===== src/rtl/dbtx_pkg.sv =====
package dbtx_pkg;
    localparam int SIZE_W = 3;
    localparam int PAR_W  = 2;

    typedef enum logic [2:0] {
        ST_IDLE,
        ST_START,
        ST_DATA,
        ST_PARITY,
        ST_STOP
    } tx_state_t;

    typedef enum logic [1:0] {
        PAR_OFF  = 2'd0,
        PAR_EVEN = 2'd1,
        PAR_ODD  = 2'd2,
        PAR_OFF2 = 2'd3
    } par_mode_t;
endpackage


===== src/rtl/dbtx_hold_buf.sv =====
module dbtx_hold_buf #(
    parameter int CHAR_W = 8
) (
    input  logic              clk,
    input  logic              rst_n,
    input  logic              wr_en,
    input  logic [CHAR_W-1:0] wr_data,
    input  logic              ninth_wr,
    input  logic              ninth_val,
    input  logic              take,
    output logic [CHAR_W:0]   hold_word,
    output logic              hold_valid,
    output logic              ovr
);
    logic ninth_q;

    always_ff @(posedge clk or negedge rst_n) begin
        if (!rst_n) begin
            ninth_q    <= 1'b0;
            hold_word  <= '0;
            hold_valid <= 1'b0;
            ovr        <= 1'b0;
        end else begin
            if (ninth_wr) ninth_q <= ninth_val;
            if (wr_en) begin
                hold_word  <= {ninth_q, wr_data};
                hold_valid <= 1'b1;
                ovr        <= hold_valid && !take;
            end else if (take) begin
                hold_valid <= 1'b0;
            end
        end
    end
endmodule


===== src/rtl/dbtx_frame_fmt.sv =====
module dbtx_frame_fmt
    import dbtx_pkg::*;
#(
    parameter int CHAR_W = 8,
    localparam int MAX_BITS = CHAR_W + 1,
    localparam int CNT_W = $clog2(MAX_BITS + 1)
) (
    input  logic [MAX_BITS-1:0] word,
    input  logic [SIZE_W-1:0]   size_code,
    input  logic [PAR_W-1:0]    parity_mode,
    output logic [MAX_BITS-1:0] data_bits,
    output logic [CNT_W-1:0]    nbits,
    output logic                par_en,
    output logic                par_bit
);
    logic [MAX_BITS-1:0] mask;

    always_comb begin
        case (size_code)
            3'd0, 3'd1, 3'd2, 3'd3: nbits = CNT_W'(CHAR_W - 3) + CNT_W'(size_code);
            3'd7:                   nbits = CNT_W'(MAX_BITS);
            default:                nbits = CNT_W'(CHAR_W);
        endcase
        for (int i = 0; i < MAX_BITS; i++) begin
            mask[i] = CNT_W'(i) < nbits;
        end
        data_bits = word & mask;
        par_en    = (parity_mode == PAR_EVEN) || (parity_mode == PAR_ODD);
        par_bit   = (^data_bits) ^ (parity_mode == PAR_ODD);
    end
endmodule


===== src/rtl/dbtx_shift_fsm.sv =====
module dbtx_shift_fsm
    import dbtx_pkg::*;
#(
    parameter int CHAR_W = 8,
    parameter int TICKS  = 16,
    localparam int MAX_BITS = CHAR_W + 1,
    localparam int CNT_W = $clog2(MAX_BITS + 1),
    localparam int TICK_W = $clog2(TICKS)
) (
    input  logic                clk,
    input  logic                rst_n,
    input  logic                baud_tick,
    input  logic                wr_en,
    input  logic                hold_valid,
    input  logic [MAX_BITS-1:0] fmt_data,
    input  logic [CNT_W-1:0]    fmt_nbits,
    input  logic                fmt_par_en,
    input  logic                fmt_par_bit,
    input  logic                two_stop,
    output logic                load,
    output logic                line,
    output logic                done
);
    tx_state_t           state_q, state_d;
    logic [TICK_W-1:0]   tick_cnt;
    logic [MAX_BITS-1:0] sreg;
    logic [CNT_W-1:0]    bits_left;
    logic [1:0]          stop_left;
    logic                par_en_q, par_q, two_q;
    logic                bit_end, finish;

    assign bit_end = baud_tick && (tick_cnt == TICK_W'(TICKS - 1));

    always_comb begin
        state_d = state_q;
        load    = 1'b0;
        finish  = 1'b0;
        unique case (state_q)
            ST_IDLE: begin
                if (hold_valid) begin
                    load    = 1'b1;
                    state_d = ST_START;
                end
            end
            ST_START: if (bit_end) state_d = ST_DATA;
            ST_DATA: begin
                if (bit_end && bits_left == CNT_W'(1))
                    state_d = par_en_q ? ST_PARITY : ST_STOP;
            end
            ST_PARITY: if (bit_end) state_d = ST_STOP;
            ST_STOP: begin
                if (bit_end && stop_left == 2'd1) begin
                    if (hold_valid) begin
                        load    = 1'b1;
                        state_d = ST_START;
                    end else begin
                        finish  = 1'b1;
                        state_d = ST_IDLE;
                    end
                end
            end
            default: state_d = ST_IDLE;
        endcase
    end

    always_ff @(posedge clk or negedge rst_n) begin
        if (!rst_n) state_q <= ST_IDLE;
        else        state_q <= state_d;
    end

    always_ff @(posedge clk or negedge rst_n) begin
        if (!rst_n) begin
            tick_cnt  <= '0;
            sreg      <= '0;
            bits_left <= '0;
            stop_left <= 2'd0;
            par_en_q  <= 1'b0;
            par_q     <= 1'b0;
            two_q     <= 1'b0;
            done      <= 1'b0;
        end else begin
            if (load) begin
                tick_cnt  <= '0;
                sreg      <= fmt_data;
                bits_left <= fmt_nbits;
                par_en_q  <= fmt_par_en;
                par_q     <= fmt_par_bit;
                two_q     <= two_stop;
            end else begin
                if (state_q != ST_IDLE && baud_tick)
                    tick_cnt <= bit_end ? '0 : tick_cnt + TICK_W'(1);
                if (state_q == ST_DATA && bit_end) begin
                    sreg      <= sreg >> 1;
                    bits_left <= bits_left - CNT_W'(1);
                end
                if (state_d == ST_STOP && state_q != ST_STOP)
                    stop_left <= two_q ? 2'd2 : 2'd1;
                else if (state_q == ST_STOP && bit_end)
                    stop_left <= stop_left - 2'd1;
            end
            if (wr_en)       done <= 1'b0;
            else if (finish) done <= 1'b1;
        end
    end

    always_comb begin
        unique case (state_q)
            ST_START:  line = 1'b0;
            ST_DATA:   line = sreg[0];
            ST_PARITY: line = par_q;
            default:   line = 1'b1;
        endcase
    end
endmodule


===== src/rtl/dbl_buf_uart_tx.sv =====
module dbl_buf_uart_tx
    import dbtx_pkg::*;
#(
    parameter int CHAR_W = 8,
    parameter int TICKS  = 16
) (
    input  logic              clk,
    input  logic              rst_n,
    input  logic              wr_en,
    input  logic [CHAR_W-1:0] wr_data,
    input  logic              ninth_wr,
    input  logic              ninth_val,
    input  logic [2:0]        size_code,
    input  logic [1:0]        parity_mode,
    input  logic              two_stop,
    input  logic              tx_enable,
    input  logic              port_default,
    input  logic              baud_tick,
    output logic              txd,
    output logic              buf_empty,
    output logic              tx_done,
    output logic              ovr_flag
);
    localparam int MAX_BITS = CHAR_W + 1;
    localparam int CNT_W = $clog2(MAX_BITS + 1);

    logic [MAX_BITS-1:0] hold_word, fmt_data;
    logic [CNT_W-1:0]    fmt_nbits;
    logic                hold_valid, fmt_par_en, fmt_par_bit, load_w, line_w;

    dbtx_hold_buf #(.CHAR_W(CHAR_W)) u_hold (
        .clk(clk), .rst_n(rst_n), .wr_en(wr_en), .wr_data(wr_data),
        .ninth_wr(ninth_wr), .ninth_val(ninth_val), .take(load_w),
        .hold_word(hold_word), .hold_valid(hold_valid), .ovr(ovr_flag)
    );

    dbtx_frame_fmt #(.CHAR_W(CHAR_W)) u_fmt (
        .word(hold_word), .size_code(size_code), .parity_mode(parity_mode),
        .data_bits(fmt_data), .nbits(fmt_nbits),
        .par_en(fmt_par_en), .par_bit(fmt_par_bit)
    );

    dbtx_shift_fsm #(.CHAR_W(CHAR_W), .TICKS(TICKS)) u_fsm (
        .clk(clk), .rst_n(rst_n), .baud_tick(baud_tick), .wr_en(wr_en),
        .hold_valid(hold_valid), .fmt_data(fmt_data), .fmt_nbits(fmt_nbits),
        .fmt_par_en(fmt_par_en), .fmt_par_bit(fmt_par_bit), .two_stop(two_stop),
        .load(load_w), .line(line_w), .done(tx_done)
    );

    assign buf_empty = !hold_valid;
    assign txd       = tx_enable ? line_w : port_default;
endmodule


===== config.mk =====
export PLATFORM = sky130hd
export DESIGN_NAME = dbl_buf_uart_tx
export DESIGN_NICKNAME = d
export VERILOG_FILES = /design/src/rtl/dbtx_pkg.sv /design/src/rtl/dbtx_hold_buf.sv /design/src/rtl/dbtx_frame_fmt.sv /design/src/rtl/dbtx_shift_fsm.sv /design/src/rtl/dbl_buf_uart_tx.sv
export SDC_FILE = /design/constraint.sdc
export NUM_CORES = 1
export LEC_CHECK = 0
export BUFFER_PORTS_ARGS = -buffer_cell sky130_fd_sc_hd__buf_2
export CELL_PAD_IN_SITES_DETAIL_PLACEMENT = 1
export CELL_PAD_IN_SITES_GLOBAL_PLACEMENT = 2
export CORE_UTILIZATION = 41
export CTS_BUF_LIST = sky130_fd_sc_hd__clkbuf_4 sky130_fd_sc_hd__clkbuf_8
export DETAILED_ROUTE_END_ITERATION = 7
export GPL_ROUTABILITY_DRIVEN = 0
export PLACE_DENSITY_LB_ADDON = 0.25
export RECOVER_POWER = 25
export SLEW_MARGIN = 20
export SYNTH_ARGS = -nofsm -noshare
export SYNTH_HDL_FRONTEND = slang
export SYNTH_SLANG_ARGS = --single-unit

===== constraint.sdc =====
create_clock -name clk -period 3.3 [get_ports clk]
set_input_delay 0 -clock clk [delete_from_list [all_inputs] [get_ports clk]]
set_output_delay 0 -clock clk [all_outputs]
set_load 0.01 [all_outputs]

### Word level (Yosys, flattened, before mapping)

Index checks and enable logic that the tools add are counted.

| operators by class | value |
|---|---|
| div/mod/pow operators | 0 |
| $lt $le $gt $ge | 9 |
| shift-type cells | 0 |
| equality and inequality tests | 15 |
| add/subtract/negate cells | 4 |
| bitwise gates (word level) | 3 |
| reduce and logical (&&, ||, !) cells | 22 |
| $mul | 0 |
| multiplexer cells | 31 |

Operators with widths:

| kind | count |
|---|---|
| 4-bit two-way mux | 5 |
| 3-bit two-way mux | 6 |
| 9-bit two-way mux | 2 |
| 3-bit by 4-bit less-than comparator with 1-bit output, first input constant | 4 |
| 3-bit case mux with 5 select lines | 1 |
| 3-bit by 2-bit == test with 1-bit output, second input constant | 4 |
| 1-bit two-way mux | 11 |
| 2-bit nonzero test | 5 |
| 9-bit AND | 1 |
| 3-bit == test, second input constant | 3 |
| 9-bit XOR reduction | 1 |
| 1-bit logical AND | 8 |
| 1-bit by 4-bit less-than comparator with 1-bit output, first input constant | 2 |
| 2-bit by 4-bit less-than comparator with 1-bit output, first input constant | 2 |
| 4-bit case mux with 2 select lines | 1 |
| 3-bit by 1-bit == test with 1-bit output, second input constant | 2 |
| 3-bit logical NOT | 2 |
| 2-bit two-way mux | 3 |
| 3-bit by 3-bit adder with 4-bit output, first input constant | 1 |
| 4-bit by 1-bit adder with 4-bit output, second input constant | 1 |
| 2-bit by 1-bit == test with 1-bit output, second input constant | 2 |
| 4-bit by 1-bit == test with 1-bit output, second input constant | 1 |
| 4-bit == test, second input constant | 1 |
| 4-bit less-than comparator, first input constant | 1 |
| other kinds (13) | 14 |

| word-level totals | value |
|---|---|
| bits of input ports | 22 |
| bits in writable memories | 0 |
| memories | 0 |
| bits in read-only memories | 0 |
| bits in latches | 0 |
| bits in registers | 38 |

### Logic depth before layout (Yosys ltp)

| logic depth | value |
|---|---|
| depth after elaboration | 9 |
| depth in mapped cells | 8 |

### By module

From an unflattened synthesis, not the netlist that was laid out.

| unflattened totals | value |
|---|---|
| cells, all modules | 224 |
| area, all modules | 2233.4 µm² |

By module, submodules not included:

| module | cells an instance | area each (µm²) | times used |
|---|---|---|---|
| dbtx_shift_fsm | 151 | 1396.3 | 1 |
| dbtx_hold_buf | 27 | 481.7 | 1 |
| dbtx_frame_fmt | 44 | 336.6 | 1 |
| dbl_buf_uart_tx | 2 | 18.8 | 1 |

### Least setup slack after synthesis

OpenSTA, ideal clock, no wires.

| timing | value |
|---|---|
| path kind | reg-to-reg |
| start | reg u_fsm.tick_cnt[0] |
| end | reg u_fsm.sreg[3] |
| data required time | 3213 ps |
| cell stages (with the launch flop) | 8 |
| buffers on the path | 1 |
| setup slack | 1638 ps |
| arrival time | 1576 ps |
| cells stage by stage | dfrtp_1 ha_1 and4_1 nand2_1 a21o_1 clkbuf_1 nand3_1 o211ai_1 |

| on the way | value |
|---|---|
| cells in the longest elaborated chain, start to end | 6 |
| elaborated cells between the ends (all ways) | 8 |

Ends and longest elaborated chain:

| element | line | source |
|---|---|---|
| from (decl) | dbtx_shift_fsm.sv:25 | `logic [TICK_W-1:0] tick_cnt;` |
| from (signal assigned) | dbtx_shift_fsm.sv:91 | `tick_cnt <= bit_end ? '0 : tick_cnt + TICK_W'(1);` |
| 4-bit == test * | dbtx_shift_fsm.sv:32 | `assign bit_end = baud_tick && (tick_cnt == TICK_W'(TICKS - 1));` |
| 1-bit logical AND * | dbtx_shift_fsm.sv:32 |  |
| 1-bit logical AND | dbtx_shift_fsm.sv:52 | `if (bit_end && stop_left == 2'd1) begin` |
| 1-bit two-way mux | dbtx_shift_fsm.sv:52 |  |
| 1-bit case mux with 2 select lines | dbtx_shift_fsm.sv:38 | `unique case (state_q)` |
| 9-bit two-way mux / 2-bit nonzero test (equally long branches) | - |  |
| to (signal assigned) | dbtx_shift_fsm.sv:84 | `sreg <= fmt_data;` |
| to (signal assigned) | dbtx_shift_fsm.sv:93 | `sreg <= sreg >> 1;` |
| to (decl) | dbtx_shift_fsm.sv:26 | `logic [MAX_BITS-1:0] sreg;` |

Every way passes the cells marked *; elsewhere a longest branch is shown, timed or not.
A chain may end at the register's enable or synchronous reset.

### Final worst setup path

| timing | value |
|---|---|
| start | reg u_fsm.tick_cnt[0] |
| end | reg u_fsm.bits_left[1] |

| on the way | value |
|---|---|
| cells in the longest elaborated chain, start to end | 6 |
| elaborated cells between the ends (all ways) | 8 |

Ends and longest elaborated chain:

| element | line | source |
|---|---|---|
| 4-bit == test * | dbtx_shift_fsm.sv:32 |  |
| 1-bit logical AND * | dbtx_shift_fsm.sv:32 |  |
| 1-bit logical AND | dbtx_shift_fsm.sv:52 |  |
| 1-bit two-way mux | dbtx_shift_fsm.sv:52 |  |
| 1-bit case mux with 2 select lines | dbtx_shift_fsm.sv:38 |  |
| 4-bit two-way mux / 2-bit nonzero test (equally long branches) | - |  |
| to (signal assigned) | dbtx_shift_fsm.sv:85 | `bits_left <= fmt_nbits;` |
| to (signal assigned) | dbtx_shift_fsm.sv:94 | `bits_left <= bits_left - CNT_W'(1);` |
| to (decl) | dbtx_shift_fsm.sv:27 | `logic [CNT_W-1:0] bits_left;` |

Marks and branches as above.

==> run_summary.xml <==
<?xml version="1.0" encoding="UTF-8"?>
<metrics>
  <group name="placement">
    <metric name="port-buffer-count" unit="">25</metric>
    <metric name="placed_cells" unit="">310</metric>
    <metric name="place_hpwl" unit="mm">3.59</metric>
    <metric name="placedInstanceArea" unit="um2">2320</metric>
  </group>
  <group name="drt">
    <metric name="wirelength" unit="mm">5.15</metric>
    <metric name="route.vias.total" unit="">1733</metric>
    <metric name="drt_pass1_iterations" unit="">4</metric>
    <metric name="detail_route.drc_violations" unit="">0</metric>
    <metric name="detail_route.vias_per_cell" unit="">5.25</metric>
    <metric name="wire_per_inst" unit="um">15.6</metric>
    <metric name="detailedRoute.firstIterationViolations" unit="">38</metric>
    <metric name="detail-route-antenna-nets" unit="">0</metric>
  </group>
  <group name="sta">
    <metric name="hold_viol" unit="">0</metric>
    <metric name="finalSetupViolations" unit="">0</metric>
    <metric name="totalNegativeSetupSlack" unit="ps">0</metric>
    <metric name="final-max-slew-violation-count" unit="">39</metric>
    <metric name="min_period_over_period" unit="%">64.9</metric>
    <metric name="final.setup_skew" unit="ps">11.7</metric>
    <metric name="rsz0062_at_grt" unit="">false</metric>
    <metric name="worst_pin_slew" unit="ps">2140</metric>
    <metric name="finalWorstPathRequiredPeriod" unit="ps">2140</metric>
    <metric name="clock.fmax" unit="MHz">467</metric>
    <metric name="timing.slew.headroom" unit="%">-42.8</metric>
  </group>
  <group name="worst_setup_path">
    <metric name="slowest_stage" unit="">a21o_1</metric>
    <metric name="crit_path_max_fanout" unit="">24</metric>
    <metric name="setup.worst_path.end_class" unit="">flop</metric>
    <metric name="slowest_delay" unit="ps">460</metric>
    <metric name="worst_ep_arrival_time" unit="ps">2350</metric>
    <metric name="timing.setup.critical_path_class" unit="">flop to flop</metric>
    <metric name="crit_path_cell_trace" unit="">ha_1, and4_1, nand2_1, a21o_1, or3_1, o211ai_1</metric>
    <metric name="worstPathRequired" unit="ps">3510</metric>
    <metric name="worstSetupStartpointType" unit="">flop</metric>
  </group>
  <group name="synthesis">
    <metric name="synth_top_flop_cell" unit="">dfrtp_1</metric>
    <metric name="synth_enable_flop_cells" unit="">0</metric>
    <metric name="synth_seq_area_share" unit="%">44.1</metric>
    <metric name="avgSynthCellArea" unit="um2">9.62</metric>
    <metric name="post_synth_instance_area" unit="um2">2150</metric>
    <metric name="synth.ff_latch_count" unit="">38</metric>
    <metric name="yosysWarnings" unit="">0</metric>
    <metric name="synth_nets" unit="">253</metric>
    <metric name="netlist_instances" unit="">224</metric>
    <metric name="post_synth_num_cell_types" unit="">47</metric>
    <metric name="synth_async_sr_flop_share" unit="%">100</metric>
  </group>
  <group name="power">
    <metric name="power_frac_seq" unit="%">43.2</metric>
    <metric name="ir_drop_worst_case_vdd" unit="mV">0.252</metric>
    <metric name="power-per-cell-area" unit="nW/um2">673</metric>
    <metric name="pwr-share-comb" unit="%">28.9</metric>
    <metric name="power.leakage" unit="nW">1.14</metric>
    <metric name="power.switching_fraction" unit="%">33.7</metric>
    <metric name="power.switching" unit="W">0.000583</metric>
    <metric name="share_clk_of_total_power" unit="%">28.0</metric>
    <metric name="internal-power" unit="W">0.00115</metric>
  </group>
  <group name="layout">
    <metric name="stdcell_count" unit="">330</metric>
    <metric name="antenna_cells_inserted" unit="">0</metric>
    <metric name="layout-area-overhead-vs-synth" unit="%">19.4</metric>
    <metric name="final_nets" unit="">288</metric>
    <metric name="drive_above_1_share" unit="%">19.2</metric>
    <metric name="final_design_area_no_fill" unit="um2">2570</metric>
  </group>
  <group name="floorplanning">
    <metric name="fp-row-count" unit="">26</metric>
    <metric name="core_area" unit="um2">5070</metric>
    <metric name="ioPinCount" unit="">26</metric>
    <metric name="height_of_the_die" unit="um">74.5</metric>
    <metric name="initial_core_util" unit="%">42.5</metric>
    <metric name="die_w" unit="um">74.5</metric>
    <metric name="dieArea" unit="um2">5550</metric>
  </group>
  <group name="outcome">
    <metric name="outcome" unit="">complete, but fails checks</metric>
    <metric name="failed_checks" unit="">max-capacitance violations, max-slew violations</metric>
  </group>
  <group name="clock_tree">
    <metric name="clk_latency" unit="ps">300</metric>
    <metric name="cts_root_buf" unit="">clkbuf_8</metric>
    <metric name="postCtsResizedCells" unit="">0</metric>
    <metric name="tritoncts.num_buffers" unit="">5</metric>
    <metric name="cts_tree" unit="">done</metric>
    <metric name="postCtsSetupBuffers" unit="">0</metric>
    <metric name="clk_path_buf_depth" unit="">2</metric>
    <metric name="clock_sink_count" unit="">38</metric>
    <metric name="cts_htree_levels" unit="">2</metric>
    <metric name="clock_edge_transition_at_the_registers_on_the_reported_setup_and_hold_paths" unit="ps">90</metric>
  </group>
  <group name="worst_hold_path">
    <metric name="timing.hold.worst.class" unit="">primary input to flop</metric>
  </group>
  <group name="global_route">
    <metric name="grt_start_max_net_pins" unit="">39</metric>
    <metric name="first_pass_grt_wire_length" unit="mm">8.65</metric>
    <metric name="remaining_overflow_grt" unit="">0</metric>
    <metric name="antenna_found_initial" unit="">0</metric>
    <metric name="grt.total_usage" unit="%">21.2</metric>
    <metric name="vias_in_the_first_global_route" unit="">1740</metric>
  </group>
  <group name="run">
    <metric name="drv_cap" unit="">1</metric>
  </group>
</metrics>
registers in the layout, indices dropped and copies added, names as in the netlist, 2 cells and up:
name and cells:
u_fsm.bits_left 4, u_fsm.sreg 9, u_fsm.state_q 3, u_fsm.stop_left 2, u_fsm.tick_cnt 4, u_hold.hold_word 9
power groups by stage:
stage               Combinational (W)  Clock, W  Sequential (W)
floorplan                    0.000390         0        0.000707
detailed placement           0.000492         0        0.000759
finish                       0.000500  0.000484        0.000747
global route                 0.000580  0.000512        0.000773
CTS                          0.000510  0.000495        0.000750
global placement             0.000480         0        0.000750
repair_timing:
item | 4_1_cts | 5_1_grt
endpoints found under the setup margin | 0 | 0
hold buffers | 12 | 0
hold endpoints to repair | 48 | 0
cells in the final DEF, fill, tap and decap left out, types with 2 or more instances in the layout:
cell	n
xnor2_1	6
dlygate4sd3_1	12
a31oi_1	4
inv_1	12
nand2b_1	3
clkbuf_1	4
clkbuf_8	5
ha_1	7
mux2i_1	3
or3_1	3
nor2b_1	2
o21ai_1	5
dfrtp_1	38
a21o_1	2
xor2_1	2
buf_2	21
nand3_1	5
bufinv_16	2
nand2_1	24
nor3_1	4
nand3b_1	3
o21ai_0	17
nor2_1	20
o211ai_1	5
a21oi_1	14
mux2_2	13
layer usage:
metal | track usage (%) | share of wire (%) | vias to the layer above | wire [um]
met5 | 0 | 0 | - | 0
met1 | 27.1 | 44 | 843 | 2290
met3 | 4.88 | 2.4 | 7 | 126
met4 | 6.92 | 1.5 | 0 | 79
li1 | - | - | 861 | -
met2 | 35.4 | 51 | 22 | 2650
final timing paths:
path / startpoint / to / cells after the start / slack (ps)
worst max-delay path: u_fsm.tick_cnt[0]$_DFFE_PN0P_ / u_fsm.bits_left[1]$_DFFE_PN0P_ / 6 / 1160
worst min-delay path: parity_mode[1] / u_fsm.par_en_q$_DFFE_PN0P_ / 3 / 20
worst max register to register: u_fsm.tick_cnt[0]$_DFFE_PN0P_ / u_fsm.bits_left[1]$_DFFE_PN0P_ / 6 / 1160
worst min register to register: u_hold.hold_word[6]$_DFFE_PN0P_ / u_hold.hold_word[6]$_DFFE_PN0P_ / 1 / 510
max in group asynchronous: rst_n / u_hold.hold_word[4]$_DFFE_PN0P_ / 2 / 1210
min in group asynchronous: rst_n / u_fsm.stop_left[1]$_DFFE_PN0P_ / 2 / 860
cell type report:
class | count | area (um2)
timing repair buffer | 37 | 240
clock buffer | 5 | 68.8
tap | 70 | 87.6
multi-input combinational | 165 | 1110
fill | 613 | 2500
inverter | 12 | 45.0
sequential | 38 | 951
clock inverter | 3 | 68.8
logic make-up (layout without fill, tap and decap cells):
group / after synthesis / after routing / share of synthesized area (%)
simple gates: 74 / 74 / 17.8
compound gates: 59 / 59 / 17.2
buf+inv: 21 / 57 / 4.30
xor+xnor: 9 / 9 / 4.30
fa+ha+maj: 7 / 7 / 4.06
mux: 16 / 16 / 8.19
flops: 38 / 38 / 44.1
synth_stat cells (2+ instances only):
cell type / count / area, um2
dfrtp_1: 38 / 951
nand2_1: 24 / 90.1
nor2_1: 20 / 75.1
o21ai_0: 17 / 85.1
a21oi_1: 14 / 70.1
mux2_2: 13 / 146
inv_1: 12 / 45.0
ha_1: 7 / 87.6
xnor2_1: 6 / 52.6
buf_2: 5 / 25.0
nand3_1: 5 / 25.0
o211ai_1: 5 / 37.5
o21ai_1: 5 / 25.0
a31oi_1: 4 / 25.0
nor3_1: 4 / 20.0
clkbuf_1: 3 / 11.3
mux2i_1: 3 / 30.0
nand2b_1: 3 / 18.8
nand3b_1: 3 / 22.5
or3_1: 3 / 18.8
a21o_1: 2 / 15.0
nor2b_1: 2 / 12.5
xor2_1: 2 / 17.5
per-stage QoR:
stage | total power, W | setup slack, ps | hold slack, ps | utilization [%]
after floorplan | 0.00110 | 1640 | -296 | -
after global placement | 0.00123 | 1280 | 173 | 45.7
after detailed placement | 0.00125 | 1200 | 173 | 45.7
after CTS | 0.00176 | 1160 | 32.4 | 50.8
after global routing | 0.00186 | 743 | 33.2 | 50.7
final | 0.00173 | 1160 | 24.1 | 50.7
critical path: cells and delay by family, from the launching register on:
kind / cells / cell delay [ps]
adders and majority gates: 1 / 210
AOI/OAI and AO/OA: 2 / 560
DFF: 1 / 410
and+or+nand+nor: 3 / 860
(Power assumes the default switching activity.)
